===== config.mk =====
export PLATFORM = sky130hd
export DESIGN_NAME = vid_sync_gen
export DESIGN_NICKNAME = d
export VERILOG_FILES = /design/src/rtl/vsg_pkg.sv /design/src/rtl/vsg_raster.sv /design/src/rtl/vsg_shaper.sv /design/src/rtl/vsg_launch.sv /design/src/rtl/vid_sync_gen.sv
export SDC_FILE = /design/constraint.sdc
export NUM_CORES = 1
export LEC_CHECK = 0
export ABC_AREA = 1
export BUFFER_PORTS_ARGS = -buffer_cell sky130_fd_sc_hd__buf_2
export CAP_MARGIN = 5
export CORE_ASPECT_RATIO = 0.6
export CORE_MARGIN = 8
export CORE_UTILIZATION = 63
export CTS_CLUSTER_SIZE = 24
export DETAILED_ROUTE_END_ITERATION = 10
export PLACE_DENSITY = 0.86
export SLEW_MARGIN = 20
export SYNTH_ARGS = -nofsm -noshare
export SYNTH_HDL_FRONTEND = slang
export SYNTH_SLANG_ARGS = --single-unit

===== constraint.sdc =====
create_clock -name clk -period 7.1 [get_ports clk]
set_clock_uncertainty 0.2 [all_clocks]
set_input_delay 0.355 -clock clk [delete_from_list [all_inputs] [get_ports clk]]
set_output_delay 0.355 -clock clk [all_outputs]
set_load 0.02 [all_outputs]

===== src/rtl/vsg_pkg.sv =====
package vsg_pkg;
   typedef enum logic [1:0] {SEG_IDLE, SEG_ACT, SEG_HGAP, SEG_VGAP} seg_e;
   localparam logic [1:0] VS_LEVEL = 2'd0;
   localparam logic [1:0] VS_PULSE = 2'd1;
   localparam logic [1:0] VS_FIELD = 2'd2;
endpackage


===== src/rtl/vsg_raster.sv =====
module vsg_raster
   import vsg_pkg::*;
#(
   parameter int COL_W    = 10,
   parameter int ROW_W    = 9,
   parameter int DUM_W    = 4,
   parameter int HS_GAP   = 4,
   parameter int VS_GAP   = 4,
   parameter int DEF_LEN  = 648,
   parameter int DEF_ROWS = 488
) (
   input  logic             clk,
   input  logic             rst_n,
   input  logic             pix_en,
   input  logic [COL_W-1:0] cfg_len,
   input  logic [ROW_W-1:0] cfg_rows,
   input  logic [DUM_W-1:0] cfg_dum,
   output seg_e             seg_o,
   output logic             dummy_o,
   output logic             last_row_o,
   output logic             field_o
);
   localparam int CNT_W = COL_W + 1;
   localparam logic [CNT_W-1:0] HG_LAST = CNT_W'(HS_GAP - 1);
   localparam logic [CNT_W-1:0] VG_LAST = CNT_W'(VS_GAP - 1);

   if (HS_GAP < 4) begin : g_bad_hgap
      $error("HS_GAP must be at least 4");
   end
   if (VS_GAP < 4) begin : g_bad_vgap
      $error("VS_GAP must be at least 4");
   end
   if (DUM_W >= CNT_W || HS_GAP >= (1 << CNT_W) || VS_GAP >= (1 << CNT_W)) begin : g_bad_cnt
      $error("counter too narrow for gaps or dummy count");
   end

   seg_e             seg;
   logic [CNT_W-1:0] pcnt;
   logic [ROW_W-1:0] rcnt;
   logic             field;
   logic [COL_W-1:0] sh_len;
   logic [ROW_W-1:0] sh_rows;
   logic [DUM_W-1:0] sh_dum;
   logic [CNT_W-1:0] row_last;
   logic             last_row;
   logic             frame_go;

   assign row_last = CNT_W'(sh_dum) + CNT_W'(sh_len) - CNT_W'(1);
   assign last_row = (rcnt == sh_rows - ROW_W'(1));
   assign frame_go = (seg == SEG_IDLE) || (seg == SEG_VGAP && pcnt == VG_LAST);

   always_ff @(posedge clk or negedge rst_n) begin
      if (!rst_n) begin
         seg     <= SEG_IDLE;
         pcnt    <= '0;
         rcnt    <= '0;
         field   <= 1'b0;
         sh_len  <= COL_W'(DEF_LEN);
         sh_rows <= ROW_W'(DEF_ROWS);
         sh_dum  <= '0;
      end else if (pix_en) begin
         if (frame_go) begin
            sh_len  <= cfg_len;
            sh_rows <= cfg_rows;
            sh_dum  <= cfg_dum;
            field   <= ~field;
            seg     <= SEG_ACT;
            pcnt    <= '0;
            rcnt    <= '0;
         end else begin
            case (seg)
               SEG_ACT: begin
                  if (pcnt == row_last) begin
                     seg  <= SEG_HGAP;
                     pcnt <= '0;
                  end else begin
                     pcnt <= pcnt + CNT_W'(1);
                  end
               end
               SEG_HGAP: begin
                  if (pcnt == HG_LAST) begin
                     pcnt <= '0;
                     if (last_row) begin
                        seg <= SEG_VGAP;
                     end else begin
                        seg  <= SEG_ACT;
                        rcnt <= rcnt + ROW_W'(1);
                     end
                  end else begin
                     pcnt <= pcnt + CNT_W'(1);
                  end
               end
               default: pcnt <= pcnt + CNT_W'(1);
            endcase
         end
      end
   end

   assign seg_o      = seg;
   assign dummy_o    = (seg == SEG_ACT) && (pcnt < CNT_W'(sh_dum));
   assign last_row_o = last_row;
   assign field_o    = field;

   // the row gap never ends before its minimum length
   p_hgap_min_r4: assert property (@(posedge clk) disable iff (!rst_n)
      pix_en && seg == SEG_HGAP && pcnt < HG_LAST |=> seg == SEG_HGAP);
   // the frame gap never ends before its minimum length
   p_vgap_min_r5: assert property (@(posedge clk) disable iff (!rst_n)
      pix_en && seg == SEG_VGAP && pcnt < VG_LAST |=> seg == SEG_VGAP);
   // geometry is frozen while pixels of a row are emitted
   p_shadow_hold_r9: assert property (@(posedge clk) disable iff (!rst_n)
      seg == SEG_ACT |=> $stable(sh_len) && $stable(sh_rows) && $stable(sh_dum));
endmodule


===== src/rtl/vsg_shaper.sv =====
module vsg_shaper
   import vsg_pkg::*;
#(
   parameter int DATA_W = 12
) (
   input  logic              clk,
   input  logic              rst_n,
   input  logic              pix_en,
   input  seg_e              seg,
   input  logic              dummy,
   input  logic              last_row,
   input  logic              field,
   input  logic              hs_pulse,
   input  logic [1:0]        vs_mode,
   input  logic              hs_inv,
   input  logic              vs_inv,
   input  logic [DATA_W-1:0] pix_in,
   output logic              hs_q,
   output logic              vs_q,
   output logic              val_q,
   output logic [DATA_W-1:0] dat_q
);
   logic act, hgap, vgap;
   logic hs_raw, vs_raw;

   assign act  = (seg == SEG_ACT);
   assign hgap = (seg == SEG_HGAP);
   assign vgap = (seg == SEG_VGAP);

   always_comb begin
      hs_raw = hs_pulse ? hgap : act;
      case (vs_mode)
         VS_PULSE: vs_raw = vgap;
         VS_FIELD: vs_raw = field;
         default:  vs_raw = act || (hgap && !last_row);
      endcase
   end

   always_ff @(posedge clk or negedge rst_n) begin
      if (!rst_n) begin
         hs_q  <= 1'b0;
         vs_q  <= 1'b1;
         val_q <= 1'b0;
         dat_q <= '0;
      end else if (pix_en) begin
         hs_q  <= hs_raw ^ hs_inv;
         vs_q  <= ~vs_raw ^ vs_inv;
         val_q <= act;
         dat_q <= (act && !dummy) ? pix_in : '0;
      end
   end

   // no output moves on a clock without a tick
   p_hold_r10: assert property (@(posedge clk) disable iff (!rst_n)
      !pix_en |=> $stable({hs_q, vs_q, val_q, dat_q}));
   // dummy samples are valid and carry zero
   p_dummy_zero_r8: assert property (@(posedge clk) disable iff (!rst_n)
      pix_en && dummy |=> val_q && dat_q == '0);
   // no valid data while the row pulse is emitted
   p_pulse_no_data_r4: assert property (@(posedge clk) disable iff (!rst_n)
      pix_en && hs_pulse && seg == SEG_HGAP |=> !val_q);
endmodule


===== src/rtl/vsg_launch.sv =====
module vsg_launch #(
   parameter int             W         = 15,
   parameter logic [W-1:0]   RST_VAL   = '0,
   parameter bit             PHASE_OPT = 1'b1
) (
   input  logic         clk,
   input  logic         rst_n,
   input  logic         launch_fall,
   input  logic [W-1:0] d_in,
   output logic [W-1:0] d_out
);
   if (W < 1) begin : g_bad_w
      $error("launch width must be positive");
   end

   if (PHASE_OPT) begin : g_fall
      logic [W-1:0] fall_q;
      always_ff @(negedge clk or negedge rst_n) begin
         if (!rst_n) fall_q <= RST_VAL;
         else        fall_q <= d_in;
      end
      assign d_out = launch_fall ? fall_q : d_in;
   end else begin : g_rise
      assign d_out = d_in;
   end
endmodule


===== src/rtl/vid_sync_gen.sv =====
module vid_sync_gen
   import vsg_pkg::*;
#(
   parameter int DATA_W    = 12,
   parameter int COL_W     = 10,
   parameter int ROW_W     = 9,
   parameter int DUM_W     = 4,
   parameter int HS_GAP    = 4,
   parameter int VS_GAP    = 4,
   parameter bit PHASE_OPT = 1'b1
) (
   input  logic              clk,
   input  logic              rst_n,
   input  logic              pix_en,
   input  logic [DATA_W-1:0] pix_in,
   input  logic [COL_W-1:0]  cfg_row_len,
   input  logic [ROW_W-1:0]  cfg_row_cnt,
   input  logic [DUM_W-1:0]  cfg_dummy,
   input  logic              hs_pulse,
   input  logic [1:0]        vs_mode,
   input  logic              hs_inv,
   input  logic              vs_inv,
   input  logic              launch_fall,
   output logic              hsync,
   output logic              vsync,
   output logic              data_valid,
   output logic [DATA_W-1:0] data_out
);
   localparam int BUN_W = DATA_W + 3;
   localparam logic [BUN_W-1:0] BUN_RST = {1'b0, 1'b1, 1'b0, {DATA_W{1'b0}}};

   seg_e              seg;
   logic              dummy, last_row, field;
   logic              hs_q, vs_q, val_q;
   logic [DATA_W-1:0] dat_q;
   logic [BUN_W-1:0]  bun_out;

   vsg_raster #(
      .COL_W(COL_W), .ROW_W(ROW_W), .DUM_W(DUM_W),
      .HS_GAP(HS_GAP), .VS_GAP(VS_GAP)
   ) raster_i (
      .clk(clk), .rst_n(rst_n), .pix_en(pix_en),
      .cfg_len(cfg_row_len), .cfg_rows(cfg_row_cnt), .cfg_dum(cfg_dummy),
      .seg_o(seg), .dummy_o(dummy), .last_row_o(last_row), .field_o(field)
   );

   vsg_shaper #(.DATA_W(DATA_W)) shaper_i (
      .clk(clk), .rst_n(rst_n), .pix_en(pix_en),
      .seg(seg), .dummy(dummy), .last_row(last_row), .field(field),
      .hs_pulse(hs_pulse), .vs_mode(vs_mode), .hs_inv(hs_inv), .vs_inv(vs_inv),
      .pix_in(pix_in),
      .hs_q(hs_q), .vs_q(vs_q), .val_q(val_q), .dat_q(dat_q)
   );

   vsg_launch #(.W(BUN_W), .RST_VAL(BUN_RST), .PHASE_OPT(PHASE_OPT)) launch_i (
      .clk(clk), .rst_n(rst_n), .launch_fall(launch_fall),
      .d_in({hs_q, vs_q, val_q, dat_q}), .d_out(bun_out)
   );

   assign {hsync, vsync, data_valid, data_out} = bun_out;
endmodule


==> results.tsv <==
metric	value	unit
syn2layout_area_growth	13.9	%
yosys.area_share.simple	24.8	%
criticalPathCategory	flop to primary output	
vias_per_cell	5.27	
grt_pass1_wl	17.9	mm
async_flop_share	100	%
n_antenna_cell	0	
rsz0062_at_grt	false	
holdPathStages	2	
synthTopCellsByArea	dfrtp_1 28%, nand2_1 12%, inv_1 8.3%	
ios	59	
syn_avg_cell_area	7.78	um2
place.gp.congestion	0.917	
ys_ff_latch	76	
synthMuxAreaShare	1.44	%
hp-start	cfg_row_cnt[5]	
die-area	10600	um2
place_inst	755	
r2r-end	launch_i.g_fall.fall_q[13]$_DFF_NN1_	
synth_cells	605	
cts_tree	yes	
drive_gt1_share	19.2	%
drv_slew	0	
fin_setup_tns	0	ps
yosys_warnings	0	
max_slew_margin	49.9	%
outcome	finished, final reports clean	
holdPathEnd	raster_i.sh_rows[5]$_DFFE_PN1P_	
synth_commonest_cells	148 x nand2_1, 104 x inv_1, 52 x dfrtp_1	
path_clk_slew	60	ps
dieHeight	82.9	um
maxCapViolCount	0	
track_usage	20.7	%
cts_buffer_depth	2	
syn-num-nets	675	
start_util	65.0	%
initialDrtViolationCount	382	
leakagePower	2.87	nW
routed_wirelength	10.8	mm
num_rows	24	
grt_max_degree	45	
p_per_area	423	nW/um2
htree_levels	3	
syn_area	4700	um2
synth_most_common_cell	nand2_1	
detail-route-antenna-nets	0	
synth_xor_area_share	5.03	%
via_count	4066	
finalSetupViolCount	0	
post_drt_wl_per_cell	14.0	um
gr-total-overflow	0	
nFillCells	525	
rrSetupSlack	2790	ps
die_width	128	um
synth_edf_count	0	
post_cts.repair.setup_buffers	0	
drtPass1Iterations	5	
antenna_found_initial	0	
portBuffers	58	
dp_hpwl	8.10	mm
fin_nets	733	
yosys.area_share.adder	7.07	%
synth_compound_area_share	10.1	%
critPathCaptureType	primary output	
core	7240	um2
r2r-start	shaper_i.vs_q$_DFFE_PN1P_	
synth_top_area_share	27.7	%
yosysTopAreaCell	dfrtp_1	
numCtsBuffers	9	
r2r_cells	0	
synth_ff_type	dfrtp_1	
stdcell_count	772	
grt_pass1_vias	3809	
yosysSeqAreaShare	40.7	%
start_kind	flop	
worst_slew_pin_slew	748	ps
timing.critical_path.required	6550	ps
cts_root_buf	clkbuf_16	
clock_sinks	76	
peakVddDrop	0.000311	V
synthDistinctLibCells	44	
drc	0	
crit_fanout	1	
synth_top_family_by_area	simple AND/OR/NAND/NOR gates	
worstPathArrival	4720	ps
hold_violations	0	
min_path_type	input pin to flop	
clock_insertion_delay_worst_skew	350	ps
cells by family (layout without fill, tap and decap cells):
logic type               after synthesis  in the layout
buffers and inverters                126            189
AO/OA/AOI/OAI                         84             84
adder cells (fa/ha/maj)               26             26
AND/OR/NAND/NOR                      261            261
XOR/XNOR                              27             27
multiplexers                           5              5
flip-flops                            76             76
sequential cells by signal, indices dropped and copies added, names as in the netlist:
| name | flops |
|---|---|
| launch_i.g_fall.fall_q | 15 |
| shaper_i.dat_q | 12 |
| raster_i.pcnt | 11 |
| raster_i.sh_len | 10 |
| raster_i.rcnt | 9 |
| raster_i.sh_rows | 9 |
| raster_i.sh_dum | 4 |
| raster_i.seg_o | 2 |
| raster_i.field_o | 1 |
| shaper_i.hs_q | 1 |
| shaper_i.val_q | 1 |
| shaper_i.vs_q | 1 |
how the worst max path moves through the flow:
| stage | slack, ps | to | start | depth (start not counted) |
|---|---|---|---|---|
| global placement | 2230 | vsync | launch_i.g_fall.fall_q[13]$_DFF_NN1_ | 2 |
| global route | 1800 | vsync | launch_i.g_fall.fall_q[13]$_DFF_NN1_ | 2 |
| finish | 1820 | vsync | launch_i.g_fall.fall_q[13]$_DFF_NN1_ | 2 |
| CTS | 1810 | vsync | launch_i.g_fall.fall_q[13]$_DFF_NN1_ | 2 |
| detailed placement | 2220 | vsync | launch_i.g_fall.fall_q[13]$_DFF_NN1_ | 2 |
| floorplan | 2310 | vsync | launch_i.g_fall.fall_q[13]$_DFF_NN1_ | 1 |
power breakdown:
group / switching (mW) / internal (mW) / leakage (nW) / total (mW)
Sequential: 0.0948 / 0.564 / 0.964 / 0.659
Clock: 0.199 / 0.242 / 0.139 / 0.441
Combinational: 0.738 / 0.431 / 1.76 / 1.17
Total: 1.03 / 1.24 / 2.87 / 2.27
metal layers:
layer	share of wire, %	GRT usage (%)	wire [um]
met2	40	30.2	4370
met5	0	0	0
met1	49	28.6	5260
met4	1.4	6.34	155
met3	9.3	6.63	1010
cell usage in the layout, fill, tap and decap left out, drive strengths merged, types with 5 or more instances in the layout:
cell and n:
buf 59, mux2 5, ha 25, dfrtn 14, nor2 55, o21ai 40, clkbuf 9, nand3 29
nand4 7, nand2 160, a21oi 26, o22ai 12, dfstp 10, xnor2 8, inv 117, dfrtp 52
xor2 19
stage by stage:
step / worst slack [ps] / hold WS, ps / instance area [um2] / utilization [%] / power [mW]
4_1_cts: 1810 / 33.8 / 5350 / 73.9 / 2.25
3_5_place_dp: 2220 / 135 / 5060 / 69.9 / 1.80
5_1_grt: 1800 / 33.4 / 5360 / 74.1 / 2.46
3_3_place_gp: 2230 / 127 / 5060 / 69.9 / 1.74
2_1_floorplan: 2310 / -141 / 4700 / - / 1.55
6_report: 1820 / 41.3 / 5360 / 74.1 / 2.27
worst max-delay path, stage by stage (launching register included):
cell and delay (ps):
dfstp_2 500, mux2_2 130, buf_2 150
final cells by class:
type / instances / area (um2) / share of cell area, %
multi-input cells: 403 / 2290 / 42.7
flip-flops and latches: 76 / 1910 / 35.7
inverters: 112 / 430 / 8.03
repair buffers: 60 / 310 / 5.79
clock buffers: 9 / 225 / 4.20
well taps: 104 / 130 / 2.43
clock inverters: 8 / 60.1 / 1.12
repair_timing:
| action | CTS | global route |
|---|---|---|
| hold endpoints to repair | 17 | 0 |
| hold buffers | 1 | 0 |
| resized for setup | 0 | 0 |
Power figures use the tool's default switching activity.
